--- src/rtl/vend_pkg.sv ---
package vend_pkg;
  localparam int unsigned ST_W = 3;

  // Codes are placed on the 3-cube so that every transition is one bit flip.
  typedef enum logic [ST_W-1:0] {
    ST_IDLE   = 3'b000,
    ST_N5_HI  = 3'b001,
    ST_C5     = 3'b011,
    ST_C10_HI = 3'b010,
    ST_C10    = 3'b110,
    ST_REL    = 3'b100,
    ST_HOP_A  = 3'b111,
    ST_HOP_B  = 3'b101
  } vend_st_e;

  typedef enum logic [1:0] {
    EV_NONE   = 2'd0,
    EV_NICKEL = 2'd1,
    EV_DIME   = 2'd2,
    EV_BOTH   = 2'd3
  } coin_ev_e;
endpackage

--- src/rtl/vend_coin_decode.sv ---
module vend_coin_decode
  import vend_pkg::*;
(
  input  logic     dime_i,
  input  logic     nickel_i,
  output coin_ev_e ev_o
);
  always_comb begin
    unique case ({dime_i, nickel_i})
      2'b01:   ev_o = EV_NICKEL;
      2'b10:   ev_o = EV_DIME;
      2'b11:   ev_o = EV_BOTH;
      default: ev_o = EV_NONE;
    endcase
  end
endmodule

--- src/rtl/vend_next_state.sv ---
module vend_next_state
  import vend_pkg::*;
(
  input  vend_st_e cur_i,
  input  coin_ev_e ev_i,
  output vend_st_e nxt_o
);
  always_comb begin
    nxt_o = cur_i;
    unique case (cur_i)
      ST_IDLE: begin
        if (ev_i == EV_NICKEL)    nxt_o = ST_N5_HI;
        else if (ev_i == EV_DIME) nxt_o = ST_C10_HI;
      end
      ST_N5_HI:  if (ev_i == EV_NONE) nxt_o = ST_C5;
      ST_C5: begin
        if (ev_i == EV_NICKEL)    nxt_o = ST_C10_HI;
        else if (ev_i == EV_DIME) nxt_o = ST_HOP_A;
      end
      ST_C10_HI: if (ev_i == EV_NONE) nxt_o = ST_C10;
      ST_C10: begin
        if (ev_i == EV_NICKEL || ev_i == EV_DIME) nxt_o = ST_REL;
      end
      ST_REL:    if (ev_i == EV_NONE) nxt_o = ST_IDLE;
      // transient route 011 -> 111 -> 101 -> 100, independent of inputs
      ST_HOP_A:  nxt_o = ST_HOP_B;
      ST_HOP_B:  nxt_o = ST_REL;
      default:   nxt_o = ST_IDLE;
    endcase
  end
endmodule

--- src/rtl/vend_state_reg.sv ---
module vend_state_reg
  import vend_pkg::*;
(
  input  logic     clk_i,
  input  logic     rst_ni,
  input  coin_ev_e ev_i,
  input  vend_st_e nxt_i,
  output vend_st_e state_o
);
  vend_st_e state_q;

  always_ff @(posedge clk_i or negedge rst_ni) begin
    if (!rst_ni) state_q <= ST_IDLE;
    else         state_q <= nxt_i;
  end

  assign state_o = state_q;


  one_bit_step_chk: assert property (@(posedge clk_i) disable iff (!rst_ni)
    $countones(state_q ^ $past(state_q)) <= 1);


  hop_origin_chk: assert property (@(posedge clk_i) disable iff (!rst_ni)
    (state_q == ST_HOP_A) |-> ($past(state_q) == ST_C5));


  both_high_hold_chk: assert property (@(posedge clk_i) disable iff (!rst_ni)
    (ev_i == EV_BOTH && state_q != ST_HOP_A && state_q != ST_HOP_B)
      |=> $stable(state_q));
endmodule

--- src/rtl/vend_coin_ctrl.sv ---
module vend_coin_ctrl
  import vend_pkg::*;
(
  input  logic clk_i,
  input  logic rst_ni,
  input  logic dime_i,
  input  logic nickel_i,
  output logic release_o
);
  coin_ev_e ev;
  vend_st_e state, nxt;

  vend_coin_decode u_dec (
    .dime_i   (dime_i),
    .nickel_i (nickel_i),
    .ev_o     (ev)
  );

  vend_next_state u_nxt (
    .cur_i (state),
    .ev_i  (ev),
    .nxt_o (nxt)
  );

  vend_state_reg u_reg (
    .clk_i   (clk_i),
    .rst_ni  (rst_ni),
    .ev_i    (ev),
    .nxt_i   (nxt),
    .state_o (state)
  );

  assign release_o = (state == ST_REL);


  rise_needs_coin_chk: assert property (@(posedge clk_i) disable iff (!rst_ni)
    $rose(release_o) |-> $past(dime_i || nickel_i));


  fall_needs_clear_chk: assert property (@(posedge clk_i) disable iff (!rst_ni)
    $fell(release_o) |-> $past(!dime_i && !nickel_i));


  rel_exit_idle_chk: assert property (@(posedge clk_i) disable iff (!rst_ni)
    (state == ST_REL && !dime_i && !nickel_i) |=> (state == ST_IDLE));
endmodule

--- config.mk ---
export PLATFORM = sky130hd
export DESIGN_NAME = vend_coin_ctrl
export DESIGN_NICKNAME = d
export VERILOG_FILES = /design/src/rtl/vend_pkg.sv /design/src/rtl/vend_coin_decode.sv /design/src/rtl/vend_next_state.sv /design/src/rtl/vend_state_reg.sv /design/src/rtl/vend_coin_ctrl.sv
export SDC_FILE = /design/constraint.sdc
export NUM_CORES = 1
export LEC_CHECK = 0
export BUFFER_PORTS_ARGS = -buffer_cell sky130_fd_sc_hd__clkbuf_2
export CAP_MARGIN = 5
export CORE_AREA = 2 2 39 41
export CTS_CLUSTER_DIAMETER = 100
export DETAILED_ROUTE_END_ITERATION = 10
export DIE_AREA = 0 0 41 43
export PLACE_DENSITY = 0.43
export SYNTH_ARGS = -nofsm -noshare
export SYNTH_HDL_FRONTEND = slang
export SYNTH_SLANG_ARGS = --single-unit
--- constraint.sdc ---
create_clock -name clk_i -period 1.2 [get_ports clk_i]
set_clock_uncertainty 0.1 [all_clocks]
set_input_delay 0.24 -clock clk_i [delete_from_list [all_inputs] [get_ports clk_i]]
set_output_delay 0.24 -clock clk_i [all_outputs]
set_load 0.1 [all_outputs]
==> run metrics <==
status complete, but fails checks; failing checks negative setup slack; Root Driver clkbuf_4; CP bufs+invs 1; largest net degree at the start of global routing 7; fraction of registers with async set/reset 1.00; clk sinks 3; Synth top area share 0.349; Final Instance Area 404 sq um; Hold Vio Cnt, Final 0; final setup vio count 2; Startpoint Class flip-flop; vias in the first global route 216; Worst path max stage delay 0.42 ns; Power Density 2340 nW/um^2; Hold WC Path Type input pin to asynchronous set/reset pin; Synth Area per Inst 9.36 sq um; first-pass GRT wire length 848 microns; Seq pwr share 0.227; fin nets 50; Setup crit start u_reg.state_o[0]; Post-synth EDFFs 0; Area growth syn-to-layout 87.8%; Critical Path RT 0.86 ns; Fill cells 145; grt ovf 0; Starting DRT DRC Count 4; Synth Flop Type dfrtp_1; vias 232; Die H 43 microns; hold_ws 0.246 ns; Seq cells post-synth 3; clk slew on worst S/H paths 0.04 ns; Core Rows 14; Core Util, Final 0.292; routability congestion estimate 0.712; synth warn 0; critical path peak fanout 3; FF+latch area 76.3 sq um; Starting Density 0.156; P_int 0.000565 W; depth of the CTS H-tree 1; Die Area 1760 sq um; Reg-to-Reg End u_reg.state_o[1]; Setup crit end kind primary output; CTS Buf Count 3; layout cells sized above 1 0.524; leak pwr 0.192 nW; Crit-path slowest cell dfrtp_2; initial antenna violation count 0; placed instance area 333 sq um; drt drc 0; Avg WL per Cell 9.14 microns; max reg flops 3; Net Sw Power 0.000382 W; Reg2Reg Setup Slack -0.12 ns; critical setup path kind flip-flop to primary output; total wire length 530 microns; cells on worst reg2reg path 3; Mapped Cells 23; Inserted Diodes 0; Clock Path Buffers 2; Final ANT Viol Nets 0; setup ws final -0.199 ns; number of port buffers 4; cell taking the most area after synthesis dfrtp_1; Final Power 0.000946 W; Arr. time, crit path 1.06 ns; slew margin rel. 0.865; worst-path cell chain nor3_4 -> buf_12; period utilization 1.17; MaxCap Viol Count 0; Synth area leaders dfrtp_1 35%, ha_1 17%, inv_1 5.2%; Post-Place Worst Slack -0.136 ns; CTS tree yes; Overall Global Routing Usage 0.0702; switching part of the total 0.403; Synth Cell Area 215 sq um; most common library cells after synthesis 3 x dfrtp_1, 3 x ha_1, 3 x inv_1; syn_nets 30; combinational share of power 0.587; Yosys cell types 17; Max Freq 715 MHz; Clock Latency Late Sink 0.23 ns; part of the power in the clock network 0.185; Die X 41 microns; IO Pins 5; router iterations before antenna repair 4; Worst-Margin Slew 0.201 ns; Final Critical Period 1.40 ns; worst r2r src u_reg.state_o[2]; area of the multi-input gates 139 sq um; worst vdd ir 0.365 mV; Slew Viols, Final 0; RSZ-0062 raised after global routing yes; critical path depth in cells 2; register area share after synthesis 0.349; family with the most delay on the worst path flip-flops; Core Box Area 1380 sq um; Worst setup endpoint release_o; post-DP HPWL 410 microns; vias per cell 4.00
cell type report:
cell class | instances | share of cell area
flip-flops and latches | 3 | 0.189
well taps | 16 | 0.0495
inverters | 3 | 0.0279
clock buffers | 4 | 0.0650
multi-input cells | 16 | 0.344
repair buffers | 16 | 0.325
per-stage QoR:
step | setup TNS, ns | cells
after floorplan | -0.449 | 23
after global routing | -0.402 | 58
final | -0.316 | 58
after CTS | -0.343 | 56
after detailed placement | -0.309 | 49
after global placement | -0.144 | 49
power by group through the flow:
stage                     clock network (W)  logic (W)  registers (W)
after floorplan                           0   0.000290       0.000203
final                              0.000175   0.000556       0.000215
after global placement                    0   0.000424       0.000222
after global routing               0.000198   0.000593       0.000222
after CTS                          0.000190   0.000496       0.000219
after detailed placement                  0   0.000433       0.000222
worst min path at each step:
stage	start	endpoint	cells after the start
finish	rst_ni	u_reg.state_o[0]	2
global route	rst_ni	u_reg.state_o[0]	2
CTS	rst_ni	u_reg.state_o[0]	2
detailed placement	rst_ni	u_reg.state_o[0]	1
global placement	rst_ni	u_reg.state_o[2]	1
floorplan	rst_ni	u_reg.state_o[0]	0
cells by family after synthesis:
| logic type | after synthesis | share of synthesized area |
|---|---|---|
| AOI/OAI and AO/OA | 4 | 0.134 |
| adders and majority gates | 3 | 0.174 |
| and+or+nand+nor | 9 | 0.273 |
| buffers and inverters | 4 | 0.0697 |
| DFF | 3 | 0.349 |
placed cells by master (no fill, tap or decap):
cell type / instances
a21oi_1: 1
and2_1: 1
buf_12: 1
buf_4: 10
buf_6: 1
clkbuf_1: 1
clkbuf_2: 3
clkbuf_4: 3
dfrtp_1: 2
dfrtp_2: 1
dlygate4sd3_1: 1
ha_1: 2
ha_2: 1
inv_1: 2
inv_2: 1
nand2b_1: 1
nand3_1: 1
nand3b_1: 1
nand4b_1: 1
nor2_1: 1
nor2b_1: 1
nor3_4: 1
o211ai_1: 1
o221ai_1: 1
o31ai_1: 1
or4b_1: 1
metal layers:
layer,GRT usage,vias to the layer above,part of all wire
li1,-,118,-
met1,0.0897,110,0.49
met4,0.0400,0,0
met5,0,-,0
met3,0.0157,0,0.021
met2,0.103,4,0.49
repair_timing:
| action | CTS | global route |
|---|---|---|
| gates resized for setup | 2 | 1 |
| hold endpoints to repair | 3 | 0 |
| setup endpoints to repair | 2 | 2 |
| pin swaps | 1 | 1 |
| gates cloned | 0 | 0 |
| hold buffers | 1 | 0 |
| setup buffers | 2 | 2 |
Note: power is estimated with default switching activity, not from simulation.
